`config.mk`:
```
export PLATFORM = sky130hd
export DESIGN_NAME = serdma_channel
export DESIGN_NICKNAME = d
export VERILOG_FILES = /design/src/rtl/serdma_pkg.sv /design/src/rtl/serdma_counters.sv /design/src/rtl/serdma_status.sv /design/src/rtl/serdma_fsm.sv /design/src/rtl/serdma_channel.sv
export SDC_FILE = /design/constraint.sdc
export NUM_CORES = 1
export LEC_CHECK = 0
export ABC_AREA = 1
export BUFFER_PORTS_ARGS = -buffer_cell sky130_fd_sc_hd__buf_4
export CAP_MARGIN = 20
export CORE_MARGIN = 5
export CORE_UTILIZATION = 25
export DETAILED_ROUTE_END_ITERATION = 8
export SLEW_MARGIN = 20
export SYNTH_ARGS = -nofsm -noshare
export SYNTH_HDL_FRONTEND = slang
export SYNTH_SLANG_ARGS = --single-unit
```
`constraint.sdc`:
```
create_clock -name clk -period 5.6 [get_ports clk]
set_input_delay 0.56 -clock clk [delete_from_list [all_inputs] [get_ports clk]]
set_output_delay 0.56 -clock clk [all_outputs]
set_load 0.05 [all_outputs]
```
`src/rtl/serdma_pkg.sv`:
```
package serdma_pkg;

    typedef enum logic [1:0] {
        ST_IDLE,
        ST_WAIT_PEER,
        ST_BUS,
        ST_END
    } dma_state_e;

    localparam logic [1:0] SEL_ADDR  = 2'd0;
    localparam logic [1:0] SEL_COUNT = 2'd1;
    localparam logic [1:0] SEL_CTRL  = 2'd2;
    localparam logic [1:0] SEL_STAT  = 2'd3;

    localparam int CTRL_GO_BIT   = 0;
    localparam int CTRL_IE_BIT   = 1;
    localparam int STAT_DONE_BIT = 0;

endpackage

```
`src/rtl/serdma_counters.sv`:
```
module serdma_counters #(
    parameter int ADDR_W = 24,
    parameter int CNT_W  = 16
) (
    input  logic              clk,
    input  logic              rst_n,
    input  logic              load_addr,
    input  logic              load_cnt,
    input  logic [ADDR_W-1:0] wdata,
    input  logic              step,
    output logic [ADDR_W-1:0] cur_addr,
    output logic [CNT_W-1:0]  cur_cnt,
    output logic              use_word,
    output logic              is_last,
    output logic              cnt_zero
);
    logic [CNT_W-1:0]  step_cnt;
    logic [ADDR_W-1:0] step_addr;

    // word only on even address with two or more bytes left
    always_comb begin
        use_word  = !cur_addr[0] && (cur_cnt[CNT_W-1:1] != '0);
        step_cnt  = use_word ? CNT_W'(2) : CNT_W'(1);
        step_addr = use_word ? ADDR_W'(2) : ADDR_W'(1);
        is_last   = (cur_cnt == step_cnt);
        cnt_zero  = (cur_cnt == '0);
    end

    always_ff @(posedge clk) begin
        if (!rst_n) begin
            cur_addr <= '0;
        end else if (load_addr) begin
            cur_addr <= wdata;
        end else if (step) begin
            cur_addr <= cur_addr + step_addr;
        end
    end

    always_ff @(posedge clk) begin
        if (!rst_n) begin
            cur_cnt <= '0;
        end else if (load_cnt) begin
            cur_cnt <= wdata[CNT_W-1:0];
        end else if (step) begin
            cur_cnt <= cur_cnt - step_cnt;
        end
    end
endmodule

```
`src/rtl/serdma_status.sv`:
```
module serdma_status
    import serdma_pkg::*;
(
    input  logic       clk,
    input  logic       rst_n,
    input  logic       cfg_we,
    input  logic [1:0] cfg_sel,
    input  logic [1:0] ctrl_bits,
    input  logic       busy,
    input  logic       done_set,
    output logic       go,
    output logic       irq_en,
    output logic       done,
    output logic       irq
);
    logic ctrl_wr;
    logic stat_clr;

    always_comb begin
        ctrl_wr  = cfg_we && (cfg_sel == SEL_CTRL);
        stat_clr = cfg_we && (cfg_sel == SEL_STAT) && ctrl_bits[STAT_DONE_BIT];
        go       = ctrl_wr && ctrl_bits[CTRL_GO_BIT] && !busy;
        irq      = done && irq_en;
    end

    always_ff @(posedge clk) begin
        if (!rst_n) begin
            irq_en <= 1'b0;
        end else if (ctrl_wr) begin
            irq_en <= ctrl_bits[CTRL_IE_BIT];
        end
    end

    // completion set wins over a clear in the same cycle
    always_ff @(posedge clk) begin
        if (!rst_n) begin
            done <= 1'b0;
        end else if (done_set) begin
            done <= 1'b1;
        end else if (stat_clr) begin
            done <= 1'b0;
        end
    end
endmodule

```
`src/rtl/serdma_fsm.sv`:
```
module serdma_fsm
    import serdma_pkg::*;
(
    input  logic clk,
    input  logic rst_n,
    input  logic go,
    input  logic cnt_zero,
    input  logic is_last,
    input  logic peer_ready,
    input  logic mem_ack,
    output logic mem_req,
    output logic step,
    output logic done_set,
    output logic busy
);
    dma_state_e state_q;
    dma_state_e state_d;

    always_ff @(posedge clk) begin
        if (!rst_n) begin
            state_q <= ST_IDLE;
        end else begin
            state_q <= state_d;
        end
    end

    always_comb begin
        state_d = state_q;
        unique case (state_q)
            ST_IDLE: begin
                if (go && !cnt_zero) begin
                    state_d = ST_WAIT_PEER;
                end
            end
            ST_WAIT_PEER: begin
                if (peer_ready) begin
                    state_d = ST_BUS;
                end
            end
            ST_BUS: begin
                if (mem_ack) begin
                    state_d = is_last ? ST_END : ST_WAIT_PEER;
                end
            end
            ST_END: begin
                state_d = ST_IDLE;
            end
            default: state_d = ST_IDLE;
        endcase
    end

    always_comb begin
        mem_req  = 1'b0;
        step     = 1'b0;
        done_set = 1'b0;
        busy     = 1'b1;
        unique case (state_q)
            ST_IDLE: begin
                busy     = 1'b0;
                done_set = go && cnt_zero;
            end
            ST_WAIT_PEER: begin
                mem_req = 1'b0;
            end
            ST_BUS: begin
                mem_req = 1'b1;
                step    = mem_ack;
            end
            ST_END: begin
                done_set = 1'b1;
            end
            default: busy = 1'b0;
        endcase
    end
endmodule

```
`src/rtl/serdma_channel.sv`:
```
module serdma_channel
    import serdma_pkg::*;
#(
    parameter int ADDR_W   = 24,
    parameter int CNT_W    = 16,
    parameter int DATA_W   = 16,
    parameter int CHAN_IDX = 0
) (
    input  logic              clk,
    input  logic              rst_n,
    input  logic              cfg_we,
    input  logic [1:0]        cfg_sel,
    input  logic [ADDR_W-1:0] cfg_wdata,
    output logic              mem_req,
    output logic              mem_we,
    output logic              mem_word,
    output logic [ADDR_W-1:0] mem_addr,
    output logic [DATA_W-1:0] mem_wdata,
    input  logic [DATA_W-1:0] mem_rdata,
    input  logic              mem_ack,
    input  logic              peer_ready,
    input  logic [DATA_W-1:0] peer_rdata,
    output logic [DATA_W-1:0] peer_wdata,
    output logic              peer_strobe,
    output logic              xfer_word,
    output logic              busy,
    output logic              done,
    output logic              irq
);
    localparam int BYTE_W = DATA_W / 2;

    logic             load_addr;
    logic             load_cnt;
    logic             step;
    logic             use_word;
    logic             is_last;
    logic             cnt_zero;
    logic             go;
    logic             done_set;
    logic             irq_en;
    logic [CNT_W-1:0] cur_cnt;

    always_comb begin
        load_addr = cfg_we && (cfg_sel == SEL_ADDR)  && !busy;
        load_cnt  = cfg_we && (cfg_sel == SEL_COUNT) && !busy;
    end

    serdma_counters #(
        .ADDR_W (ADDR_W),
        .CNT_W  (CNT_W)
    ) cnt_i (
        .clk       (clk),
        .rst_n     (rst_n),
        .load_addr (load_addr),
        .load_cnt  (load_cnt),
        .wdata     (cfg_wdata),
        .step      (step),
        .cur_addr  (mem_addr),
        .cur_cnt   (cur_cnt),
        .use_word  (use_word),
        .is_last   (is_last),
        .cnt_zero  (cnt_zero)
    );

    serdma_status stat_i (
        .clk       (clk),
        .rst_n     (rst_n),
        .cfg_we    (cfg_we),
        .cfg_sel   (cfg_sel),
        .ctrl_bits (cfg_wdata[1:0]),
        .busy      (busy),
        .done_set  (done_set),
        .go        (go),
        .irq_en    (irq_en),
        .done      (done),
        .irq       (irq)
    );

    serdma_fsm fsm_i (
        .clk        (clk),
        .rst_n      (rst_n),
        .go         (go),
        .cnt_zero   (cnt_zero),
        .is_last    (is_last),
        .peer_ready (peer_ready),
        .mem_ack    (mem_ack),
        .mem_req    (mem_req),
        .step       (step),
        .done_set   (done_set),
        .busy       (busy)
    );

    // byte lanes: a byte rides on the low half, upper half zero
    always_comb begin
        mem_word    = use_word;
        xfer_word   = use_word;
        peer_strobe = step;
        mem_wdata   = use_word ? peer_rdata
                               : {{BYTE_W{1'b0}}, peer_rdata[BYTE_W-1:0]};
        peer_wdata  = use_word ? mem_rdata
                               : {{BYTE_W{1'b0}}, mem_rdata[BYTE_W-1:0]};
    end

    generate
        if ((CHAN_IDX % 2) == 0) begin : g_rx_dir
            assign mem_we = 1'b1;
        end else begin : g_tx_dir
            assign mem_we = 1'b0;
        end
    endgenerate
endmodule

```
---- Word level (Yosys, flattened, before mapping) ----
Index checks and enable logic that the tools add are counted.
storage, ports and cells
  input port bits ......................... 63
  bits in registers ....................... 44
  output and inout bits ................... 64
  logic and storage cells ................. 59
cells by class
  equal/unequal tests ..................... 10
  add/sub/neg operators ................... 2
  reductions and logical operators ........ 23
  muxes and demuxes ....................... 19
operators with widths
  operator              count
  $mux W16              4
  $mux W24              2
  $add A24 B24 Y24      1
  $eq A16 B16 Y1        1
  $logic_not A16 Y1     1
  $sub A16 B16 Y16      1
  $reduce_bool A15 Y1   1
  $logic_and A1 B1 Y1   13
  $mux W2               6
  $eq A2 B2 Y1 const B  4
  $pmux W2 S4           1
  $reduce_bool A2 Y1    3
  $mux W1               5
  $eq A2 B1 Y1 const B  2
  $logic_not A2 Y1      2
  $ne A2 B2 Y1 const B  2
  $reduce_and A3 Y1     1
  $logic_not A1 Y1      2
  $ne A2 B1 Y1 const B  1
  $pmux W1 S2           1

---- Logic depth before layout (Yosys ltp) ----
Gate-level depths: netlist (run 1).
  word-level depth ........................ 7
  depth in mapped cells ................... 17
  gate-level depth less buffers ........... 15

---- By module ----
From an unflattened synthesis (run 1), not the netlist that was laid out.
second synthesis, totals
  cell total of the unflattened synthesis .. 544
  area, all modules ....................... 3360.7 µm²
by module, submodules not included
  module           cells an instance  area each (µm²)  seq. area each (µm²)  times used
  serdma_counters  427                2677.6           800.8                 1
  serdma_channel   61                 332.8            0.0                   1
  serdma_fsm       40                 247.7            40.0                  1
  serdma_status    16                 102.6            40.0                  1

---- Worst setup path after synthesis (run 1) ----
OpenSTA, ideal clock, no wires.
  kind .................................... reg-to-reg
  from .................................... register cnt_i.cur_cnt[6]
  to ...................................... register cnt_i.cur_addr[15]
  buffers on the path ..................... 2
  required time ........................... 5472 ps
  stages on the path, launching flop included .. 16
  slack ................................... 2933 ps
  library setup time ...................... 128 ps
  arrival time ............................ 2539 ps
  clock period less this slack ............ 2667 ps
  cell sequence ........................... dfxtp_1 > nor2_2 > nand3_2 > nor3_2 > or2_1 > buf_6 > buf_8 > inv_1 > ha_1 > nand2_1 > a21boi_2 > nand2_1 > o21ai_0 > nand2_1 > a21oi_1 > nor2_1
on the way
  word-level cells in the longest chain between the ends .. 6
RTL lines
  item                      RTL line               RTL
  start: declaration        serdma_counters.sv:12  output logic [CNT_W-1:0] cur_cnt,
  start signal: assignment  serdma_counters.sv:43  cur_cnt <= wdata[CNT_W-1:0];
  start signal: assignment  serdma_counters.sv:45  cur_cnt <= cur_cnt - step_cnt;
  $reduce_bool A15 Y1       serdma_counters.sv:22  use_word = !cur_addr[0] && (cur_cnt[CNT_W-1:1] != '0);
  $logic_and A1 B1 Y1       serdma_counters.sv:22
  via mem_word              serdma_channel.sv:16   output logic mem_word,
  $mux W2                   serdma_counters.sv:24  step_addr = use_word ? ADDR_W'(2) : ADDR_W'(1);
  $add A24 B24 Y24          serdma_counters.sv:35  cur_addr <= cur_addr + step_addr;
  $mux W24                  serdma_counters.sv:34  end else if (step) begin
  $mux W24                  serdma_counters.sv:32  end else if (load_addr) begin
  end signal: assignment    serdma_counters.sv:33  cur_addr <= wdata;
  end signal: assignment    serdma_counters.sv:35
  end: declaration          serdma_counters.sv:11  output logic [ADDR_W-1:0] cur_addr,
The timed path passes the listed nets, and every way through them passes these cells. The select of a mux whose other input is x is not followed.
A chain may end at the register's enable or synchronous reset.

---- Final worst setup path (run 1) ----
  from .................................... register cnt_i.cur_cnt[2]
  to ...................................... register cnt_i.cur_addr[15]
on the way
  word-level cells in the longest chain between the ends .. 6
RTL lines
  item                 RTL line
  $reduce_bool A15 Y1  serdma_counters.sv:22
  $logic_and A1 B1 Y1  serdma_counters.sv:22
  $mux W2              serdma_counters.sv:24
  $add A24 B24 Y24     serdma_counters.sv:35
  $mux W24             serdma_counters.sv:34
  $mux W24             serdma_counters.sv:32
Every way passes these cells. The select of a mux whose other input is x is not followed.

==> run_results.csv, run 1 <==
group,metric,value,unit
cells_and_area,layout_common_cells,"124 x nand2_1, 100 x inv_1, 94 x buf_4",
timing,drv_slew,0,
route,wl_per_cell,13.65,um
floorplan,std_cell_rows,42,
timing,setup_ws,2.530,ns
clock_network,clockBufferDepth,2,
critical_path,rrSetupSlack,2.53,ns
clock_network,ctsResizeCount,0,
floorplan,coreArea,0.01335,mm^2
critical_path,cp_max_fo,19,
timing,fin_crit,3.070,ns
logic_synthesis,yosysUniqueCellTypes,33,
logic_synthesis,seq_area_frac_synth,25.67,%
place,place.gp.congestion,0.9064,
clock_network,holdBufCountCts,0,
critical_path,endpoint_kind,"register",
route,vias_per_cell,4.533,
hold_path,worstHoldPathType,"register to register",
logic_synthesis,muxShareOfSynthArea,0,%
cells_and_area,regArea,880.8,um^2
critical_path,timing.reg2reg.worst_path_depth,13,
clock_network,clk_latency,0.29,ns
critical_path,critPathKind,"register to register",
floorplan,pin_count,127,
run,maxCapViolations,0,
logic_synthesis,synth-adder-area-share,3.136,%
clock_network,cts_tree,"built",
clock_network,numClockSinks,44,
pwr,peakVddDrop,146.9,uV
logic_synthesis,ys_ff_latch,44,
global_route,grt_pass1_wl,17.62,mm
timing,min_period_over_period,54.82,%
logic_synthesis,async_flop_share,0,%
critical_path,startpoint_type,"register",
clock_network,postCtsSetupBuffers,0,
pwr,p_per_area,370.6,mW/mm^2
timing,setup_tns,0,ns
global_route,grt_pass1_vias,3462,
outcome,status,"completed",
logic_synthesis,synthSimpleGateAreaFrac,34.87,%
critical_path,cp.required,5.77,ns
logic_synthesis,synthTopCellsByArea,"dfxtp_1 26%, nand2_1 14%, inv_1 11%",
pwr,power.leakage,2.020,nW
critical_path,r2r_end,"cnt_i.cur_addr[15]$_SDFFE_PN0P_",
floorplan,fp.dieW,127.1,um
logic_synthesis,synth_edf_count,0,
logic_synthesis,synth-main-ff-cell,"dfxtp_1",
pwr,p_total,0.001591,W
global_route,grt_util_all_layers,13.35,%
logic_synthesis,synth_top_area_cell,"dfxtp_1",
cells_and_area,final_common_cell,"nand2_1",
timing,rsz0062_at_grt,"no",
cells_and_area,num_antenna_cells,0,
route,drt_first_pass_iters,4,
critical_path,arrival,3.24,ns
route,totalWireLength,11.24,mm
timing,hold_viol,0,
place,hpwlAfterDp,8.673,mm
cells_and_area,multi_input_area,0.001933,mm^2
timing,fin_skew,0.009551,ns
route,ant_nets,0,
clock_network,htree_levels,2,
place,post-place-ws,2.564,ns
route,via_count,3731,
cells_and_area,drive_above_1_share,18.39,%
place,numPortBuffers,93,
cells_and_area,nFillCells,1510,
logic_synthesis,synth_top_family_by_area,"simple AND/OR/NAND/NOR gates",
logic_synthesis,synth_cells,579,
timing,clock.fmax,0.3257,GHz
logic_synthesis,synth_top_area_share,25.67,%
cells_and_area,final_nets,717,
floorplan,start_util,25.70,%
route,drc,0,
logic_synthesis,syn_nets,650,
timing,setup_viol,0,
timing,max_slew_margin,56.05,%
cells_and_area,syn_to_final_growth,25.16,%
logic_synthesis,synth_area_per_cell,5.925,um^2
critical_path,crit_start,"cnt_i.cur_cnt[2]$_SDFFE_PN0P_",
floorplan,dieHeight,127.1,um
logic_synthesis,yosys_warnings,0,
critical_path,r2r_start,"cnt_i.cur_cnt[2]$_SDFFE_PN0P_",
global_route,overflow,0,
logic_synthesis,synth-compound-area-share,14.92,%
clock_network,cts.reportedPaths.clkPinSlew,0.07,ns
critical_path,critical_path.endpoint,"cnt_i.cur_addr[15]$_SDFFE_PN0P_",
timing,tightest_slew,0.6593,ns
logic_synthesis,synth_xor_area_share,3.319,%
floorplan,die-area,0.01617,mm^2
global_route,grt_max_degree,33,
clock_network,cts_buffers,5,
clock_network,cts_root_buf,"clkbuf_16",
logic_synthesis,syn-cell-area,0.003431,mm^2
global_route,antenna_found_initial,0,
route,drtIter0Drc,290,
## critical path, stage by stage (launching register included)
cell and delay (ns):
dfxtp_1 0.35, nor2_2 0.22, nand3_2 0.13, nor3_2 0.21, or2_1 0.55, inv_1 0.23
ha_1 0.36, nand2_1 0.09, a21boi_2 0.21, nand2_1 0.15, o21ai_0 0.19, nand2_1 0.07
a21oi_1 0.13, nor2_1 0.05
## worst min path at each step
| stage | startpoint | slack, ns | cells past startpoint | end |
|---|---|---|---|---|
| final | stat_i.irq_en$_SDFFE_PN0P_ | 0.45 | 2 | stat_i.irq_en$_SDFFE_PN0P_ |
| after global routing | stat_i.irq_en$_SDFFE_PN0P_ | 0.46 | 2 | stat_i.irq_en$_SDFFE_PN0P_ |
| after CTS | stat_i.irq_en$_SDFFE_PN0P_ | 0.45 | 2 | stat_i.irq_en$_SDFFE_PN0P_ |
| after detailed placement | stat_i.irq_en$_SDFFE_PN0P_ | 0.43 | 2 | stat_i.irq_en$_SDFFE_PN0P_ |
| after global placement | stat_i.irq_en$_SDFFE_PN0P_ | 0.44 | 2 | stat_i.irq_en$_SDFFE_PN0P_ |
| after floorplan | stat_i.irq_en$_SDFFE_PN0P_ | 0.42 | 2 | stat_i.irq_en$_SDFFE_PN0P_ |
## synthesized netlist by cell type, types with 2 or more instances
library cell / instances
nand3_1: 48
nand2_1: 124
nor2_2: 5
inv_1: 100
xor2_1: 10
nor3_1: 2
buf_2: 7
nor2_4: 2
a21oi_1: 36
o21bai_1: 2
a31oi_1: 7
buf_4: 20
nor2_1: 87
dfxtp_1: 44
nand4_1: 6
xnor2_1: 3
inv_2: 3
ha_1: 7
nand3_2: 2
nand2_2: 3
o22ai_1: 15
o21ai_0: 31
clkbuf_1: 5
## logic make-up (layout without fill, tap and decap cells)
family                   after synthesis  in the layout
AND/OR/NAND/NOR                      282            282
buffers and inverters                137            205
AO/OA/AOI/OAI                         94             94
flip-flops                            44             44
XOR/XNOR                              13             13
adder cells (fa/ha/maj)                8              8
other                                  1              1
## per-stage QoR
step	std cells	hold slack [ns]	area (um^2)	utilization (%)
after floorplan	579	0.4240	3431	-
after global placement	815	0.4398	4126	30.91
after detailed placement	815	0.4347	4126	30.91
after CTS	823	0.4454	4294	32.17
after global routing	823	0.4553	4294	32.17
final	823	0.4469	4294	32.17
## per-layer routing
layer  share of wire, %  GRT usage [%]  wire (um)  vias up
met4                1.9          4.290        209        0
met2                 46          21.95       5216      121
met3                8.0          2.838        899       15
li1                   -              -          -     1932
met5                  0              0          0        -
met1                 44          17.48       4910     1663
## registers in the layout, indices dropped and copies added (netlist names)
name / flops
fsm_i.state_q: 2
stat_i.irq_en: 1
cnt_i.cur_cnt: 16
stat_i.done: 1
cnt_i.cur_addr: 24
## cell type report
cell class,instances,share of cell area [%]
Clock buffer,5,2.914
Clock inverter,3,0.9907
Inverter,103,9.003
Multi-Input combinational cell,398,45.02
Sequential cell,44,20.51
Tap cell,176,5.128
Timing Repair Buffer,94,16.43
## power breakdown
group	leakage (nW)	internal, W	switching, W	total [W]
sequential	0.357	0.000341	0.0000353	0.000376
clock	0.0798	0.000210	0.000135	0.000346
combinational	1.58	0.000264	0.000606	0.000870
Note: power is estimated with default switching activity, not from simulation.
==> run 2: changes to the inputs <==
Settings changed: ABC_AREA 1 to 0.
Clock period 5.6 ns to 2.7 ns, I/O delays scaled along.
==> run_results.csv, run 2 <==
group,metric,value,unit
pwr,peakVddDrop,443.4,uV
pwr,p_clk_share,21.7,%
timing,max_slew_margin,56.54,%
floorplan,fp.dieW,116.4,um
route,drt_first_pass_iters,4,
logic_synthesis,async_flop_share,0,%
floorplan,dieHeight,116.4,um
route,drtIter0Drc,159,
clock_network,clockBufferDepth,2,
clock_network,cts_tree,"built",
pwr,p_int,0.001715,W
outcome,status,"finished with violations",
clock_network,htree_levels,2,
logic_synthesis,yosysUniqueCellTypes,45,
logic_synthesis,synth_most_common_cell,"dfxtp_1",
floorplan,std_cell_rows,38,
route,drc,0,
logic_synthesis,synth_cells,359,
floorplan,coreArea,0.01098,mm^2
pwr,power.leakage,1.692,nW
cells_and_area,top_register,"cnt_i.cur_addr",
floorplan,pin_count,127,
cells_and_area,layout_common_cells,"111 x buf_4, 43 x dfxtp_1, 37 x o21ai_0",
cells_and_area,final_common_cell,"buf_4",
logic_synthesis,syn-cell-area,0.002833,mm^2
timing,hold_viol,0,
cells_and_area,stdcell_area,0.004297,mm^2
pwr,p_sw_share,40.13,%
critical_path,arrival,3.18,ns
clock_network,numClockSinks,44,
logic_synthesis,synth_area_per_cell,7.891,um^2
outcome,violations,"negative setup slack",
timing,fin_crit,2.972,ns
timing,clock.fmax,0.3365,GHz
logic_synthesis,ys_ff_latch,44,
logic_synthesis,yosys_warnings,0,
global_route,overflow,0,
route,ant_nets,0,
critical_path,critPathKind,"register to register",
timing,fin_skew,0.007518,ns
critical_path,startpoint_type,"register",
place,numPortBuffers,93,
global_route,grt_max_degree,46,
cells_and_area,final_nets,529,
timing,setup_ws,-0.2718,ns
global_route,grt_util_all_layers,13.42,%
logic_synthesis,synth_top_area_cell,"dfxtp_1",
cells_and_area,drive_above_1_share,40.31,%
critical_path,cp.required,2.91,ns
place,place.gp.congestion,0.8581,
clock_network,holdBufCountCts,0,
cells_and_area,utilization,39.12,%
logic_synthesis,synthTopCellsByArea,"dfxtp_1 31%, o21ai_0 6.5%, buf_4 4.8%",
global_route,grt_pass1_vias,3064,
critical_path,endpoint_kind,"register",
logic_synthesis,syn_nets,430,
place,dpl-instance-area,0.003794,mm^2
clock_network,cts.reportedPaths.clkPinSlew,0.06,ns
global_route,antenna_found_initial,0,
run,maxCapViolations,0,
timing,setup_viol,42,
place,hpwlAfterDp,7.084,mm
clock_network,clk_latency,0.28,ns
route,vias_per_cell,5.140,
pwr,combPwrFrac,51.3,%
cells_and_area,syn_to_final_growth,51.68,%
cells_and_area,largest_reg_flops,24,
timing,drv_slew,0,
clock_network,cts_buffers,5,
pwr,seq_power_share,27.0,%
route,totalWireLength,9.434,mm
route,wl_per_cell,15.75,um
route,via_count,3079,
hold_path,worstHoldPathType,"primary input to register",
critical_path,cp_max_fo,9,
cells_and_area,num_antenna_cells,0,
timing,tightest_slew,0.6518,ns
global_route,grt_pass1_wl,14.86,mm
pwr,p_sw,0.001150,W
logic_synthesis,synth-main-ff-cell,"dfxtp_1",
cells_and_area,largest_registers,"cnt_i.cur_addr: 24 flops, cnt_i.cur_cnt: 16 flops, fsm_i.state_q: 2 flops",
logic_synthesis,seq_area_frac_synth,31.10,%
logic_synthesis,synth_edf_count,0,
floorplan,start_util,25.79,%
floorplan,die-area,0.01356,mm^2
logic_synthesis,netlist_top_cells_count,"44 x dfxtp_1, 37 x o21ai_0, 22 x a21oi_1",
pwr,p_per_area,666.7,mW/mm^2
timing,min_period_over_period,110.1,%
timing,rsz0062_at_grt,"yes",
clock_network,cts_root_buf,"clkbuf_16",
logic_synthesis,synth_top_area_share,31.10,%
[run 2: layout make-up]
cell class,instances,area [um^2]
clock buffer,8,146.4
tap,140,175.2
multi-input combinational,265,1949
timing repair buffer,132,1101
fill,1126,6686
sequential,44,882.1
inverter,10,42.54
[run 2: worst paths after layout]
kind	start	end	slack [ns]	depth (start not counted)
max	cnt_i.cur_cnt[9]$_SDFFE_PN0P_	cnt_i.cur_addr[15]$_SDFFE_PN0P_	-0.27	8
max reg2reg	cnt_i.cur_cnt[9]$_SDFFE_PN0P_	cnt_i.cur_addr[15]$_SDFFE_PN0P_	-0.27	8
min	cfg_wdata[1]	stat_i.irq_en$_SDFFE_PN0P_	0.25	3
min reg2reg	stat_i.irq_en$_SDFFE_PN0P_	stat_i.irq_en$_SDFFE_PN0P_	0.50	2
[run 2: power by group through the flow]
stage	Sequential [W]	Clock, W	Combinational, W
2_1_floorplan	0.000879	0	0.000802
3_3_place_gp	0.000784	0	0.00119
3_5_place_dp	0.000787	0	0.00121
4_1_cts	0.000773	0.000631	0.00134
5_1_grt	0.000785	0.000653	0.00156
6_report	0.000773	0.000621	0.00147
[run 2: worst max-delay path: stages (launching register included)]
cell,delay (ns)
dfxtp_2,0.32
or4_4,0.54
or4_4,0.50
o21ba_4,0.23
ha_1,0.29
a21o_1,0.19
nand2_4,0.11
or4_1,0.52
a31oi_1,0.19
[run 2: logic make-up after synthesis]
kind of cell	count (synthesis)	share of synthesized area, %
DFF	44	31.10
muxes	1	0.3534
adders and majority gates	8	3.798
and+or+nand+nor	133	28.05
buffers and inverters	50	9.010
other	1	0.1324
xor gates and xnor gates	17	5.256
AOI/OAI and AO/OA	105	22.31
[run 2: what timing repair did]
action,in CTS,in global routing
setup endpoints to repair,40,45
cloned,0,1
setup buffers,3,6
pin swaps,20,18
resized for setup,34,29
hold endpoints to repair,0,0
[run 2: metal layers]
| metal | up-vias | global-route usage (%) | part of all wire (%) |
|---|---|---|---|
| met2 | 96 | 24.10 | 50 |
| met4 | 0 | 3.171 | 1.3 |
| met5 | - | 0 | 0 |
| met1 | 1448 | 16.16 | 42 |
| li1 | 1522 | - | - |
| met3 | 13 | 3.161 | 6.8 |
[run 2: per-stage QoR]
stage | std cells | total power [W] | setup WS (ns) | hold WS [ns] | setup TNS, ns
after global routing | 599 | 0.002996 | -0.3516 | 0.2631 | -9.322
after CTS | 594 | 0.002740 | -0.2678 | 0.2465 | -4.239
after detailed placement | 583 | 0.001993 | -0.3655 | 0.4896 | -4.597
after global placement | 583 | 0.001978 | -0.3292 | 0.4879 | -3.541
after floorplan | 359 | 0.001681 | -0.5901 | 0.4060 | -7.863
final | 599 | 0.002865 | -0.2718 | 0.2514 | -6.225
==> run 3: changes to the inputs <==
--- a/constraint.sdc
+++ b/constraint.sdc
@@ -3,2 +3,2 @@
 set_output_delay 0.27 -clock clk [all_outputs]
-set_load 0.05 [all_outputs]
+set_load 0.02 [all_outputs]
==> run_results.csv, run 3 (same netlist as run 2, synthesis figures left out) <==
group,metric,value,unit
clock_network,cts_tree,"built",
global_route,antenna_found_initial,0,
timing,rsz0062_at_grt,"yes",
clock_network,htree_levels,2,
timing,hold_viol,0,
timing,setup_viol,23,
route,via_count,3139,
outcome,violations,"negative setup slack",
critical_path,endpoint_kind,"register",
hold_path,worstHoldPathType,"primary input to register",
pwr,p_sw,0.0008686,W
place,numPortBuffers,93,
pwr,peakVddDrop,408.9,uV
clock_network,holdBufCountCts,0,
global_route,grt_max_degree,46,
place,hpwlAfterDp,6.900,mm
timing,max_slew_margin,49.64,%
floorplan,std_cell_rows,38,
clock_network,numClockSinks,44,
floorplan,coreArea,0.01098,mm^2
outcome,status,"finished with violations",
critical_path,cpLargestDelayFamily,"simple AND/OR/NAND/NOR gates",
critical_path,cp.required,2.91,ns
cells_and_area,largest_reg_flops,24,
timing,tightest_slew,0.7554,ns
timing,setup_ws,-0.3275,ns
global_route,overflow,0,
cells_and_area,layout_common_cells,"128 x buf_4, 43 x dfxtp_1, 36 x o21ai_0",
pwr,p_sw_share,35.87,%
critical_path,cp_max_fo,6,
global_route,grt_pass1_wl,14.35,mm
clock_network,clockBufferDepth,2,
pwr,p_int,0.001553,W
critical_path,arrival,3.24,ns
run,maxCapViolations,0,
pwr,p_per_area,578.5,mW/mm^2
clock_network,cts_buffers,5,
route,drtIter0Drc,145,
clock_network,cts.reportedPaths.clkPinSlew,0.06,ns
route,wl_per_cell,15.46,um
place,place.gp.congestion,0.9003,
pwr,p_clk_share,25.6,%
critical_path,worst_path_largest_cell_delay,0.53,ns
cells_and_area,syn_to_final_growth,47.75,%
place,post-place-ws,-0.3742,ns
cells_and_area,largest_registers,"cnt_i.cur_addr: 24 flops, cnt_i.cur_cnt: 16 flops, fsm_i.state_q: 2 flops",
critical_path,crit_chain,"or4_4 -> or4_4 -> o21ba_4 -> clkinv_4 -> ha_4 -> nor2b_4 -> or3_4 -> or4_1 -> a31oi_1",
critical_path,slowest_stage,"or4_4",
timing,min_period_over_period,112.1,%
cells_and_area,final_nets,528,
route,totalWireLength,9.246,mm
cells_and_area,drive_above_1_share,38.65,%
global_route,grt_util_all_layers,13.10,%
critical_path,crit_buf_inv,1,
route,vias_per_cell,5.249,
cells_and_area,num_antenna_cells,0,
cells_and_area,final_common_cell,"buf_4",
pwr,seq_power_share,32.0,%
critical_path,crit_top_cell,"or4_4",
critical_path,critPathKind,"register to register",
pwr,combPwrFrac,42.4,%
floorplan,die-area,0.01356,mm^2
timing,setup_tns,-3.830,ns
timing,clock.fmax,0.3303,GHz
clock_network,cts_root_buf,"clkbuf_16",
floorplan,pin_count,127,
route,ant_nets,0,
pwr,power.leakage,1.655,nW
floorplan,fp.dieW,116.4,um
cells_and_area,top_register,"cnt_i.cur_addr",
timing,fin_crit,3.027,ns
global_route,grt_pass1_vias,2865,
clock_network,clk_latency,0.28,ns
floorplan,start_util,25.79,%
timing,drv_slew,0,
critical_path,startpoint_type,"register",
timing,fin_skew,0.004457,ns
route,drt_first_pass_iters,5,
floorplan,dieHeight,116.4,um
route,drc,0,
## run 3: cell count changes in the layout (fill, tap and decap cells not counted), moves of 3 or more
cell	previous run	this run
and2_4	14	0
nand3_4	1	4
and2_1	5	19
nor3_2	1	5
buf_4	111	128
buf_6	18	2
nor3_4	3	0
## run 3: worst paths after layout
kind / to / cells past startpoint / startpoint / slack, ns
max: cnt_i.cur_cnt[11]$_SDFFE_PN0P_ / 9 / cnt_i.cur_cnt[12]$_SDFFE_PN0P_ / -0.33
min: stat_i.irq_en$_SDFFE_PN0P_ / 3 / cfg_wdata[1] / 0.26
max reg2reg: cnt_i.cur_cnt[11]$_SDFFE_PN0P_ / 9 / cnt_i.cur_cnt[12]$_SDFFE_PN0P_ / -0.33
min reg2reg: stat_i.irq_en$_SDFFE_PN0P_ / 2 / stat_i.irq_en$_SDFFE_PN0P_ / 0.51
## run 3: stage by stage
step                total power (W)  instance area (um^2)  instances  util, %  hold slack [ns]
floorplan                  0.001409                  2939        359        -           0.4060
global placement           0.001721                  3779        582    34.40           0.4855
detailed placement         0.001736                  3779        582    34.40           0.4929
CTS                        0.002417                  4056        596    36.93           0.2565
global route               0.002553                  4185        598    38.11           0.2818
finish                     0.002421                  4185        598    38.11           0.2589
## run 3: power by group through the flow
| stage | registers, W | logic (W) | clock network, W |
|---|---|---|---|
| detailed placement | 0.000786 | 0.000951 | 0 |
| CTS | 0.000772 | 0.00100 | 0.000640 |
| finish | 0.000775 | 0.00103 | 0.000621 |
| floorplan | 0.000812 | 0.000597 | 0 |
| global route | 0.000784 | 0.00111 | 0.000664 |
| global placement | 0.000783 | 0.000938 | 0 |
## run 3: worst reg2reg max path: cells and delay by family (launching register included)
kind	cells	cell delay, ns
DFF	1	0.32
adders and majority gates	1	0.19
and+or+nand+nor	5	1.99
AOI/OAI and AO/OA	2	0.41
buffers and inverters	1	0.05
## run 3: metal layers
layer	up-vias	wire [um]	track usage, %
met4	0	163	4.408
met1	1478	3911	16.78
met3	20	715	2.383
met5	-	0	0
li1	1521	-	-
met2	120	4455	22.16
## run 3: final cells by class
type	count	area, um^2
clock buffer	6	138.9
clock inverter	2	10.01
fill	1120	6798
tap	140	175.2
sequential	44	882.1
timing repair buffer	130	983.4
multi-input combinational	266	1953
inverter	10	42.54
## run 3: timing repair
action | CTS | global route
setup endpoints to repair | 25 | 47
cloned | 1 | 0
pin swaps | 23 | 17
setup buffers | 5 | 2
gates resized for setup | 13 | 23
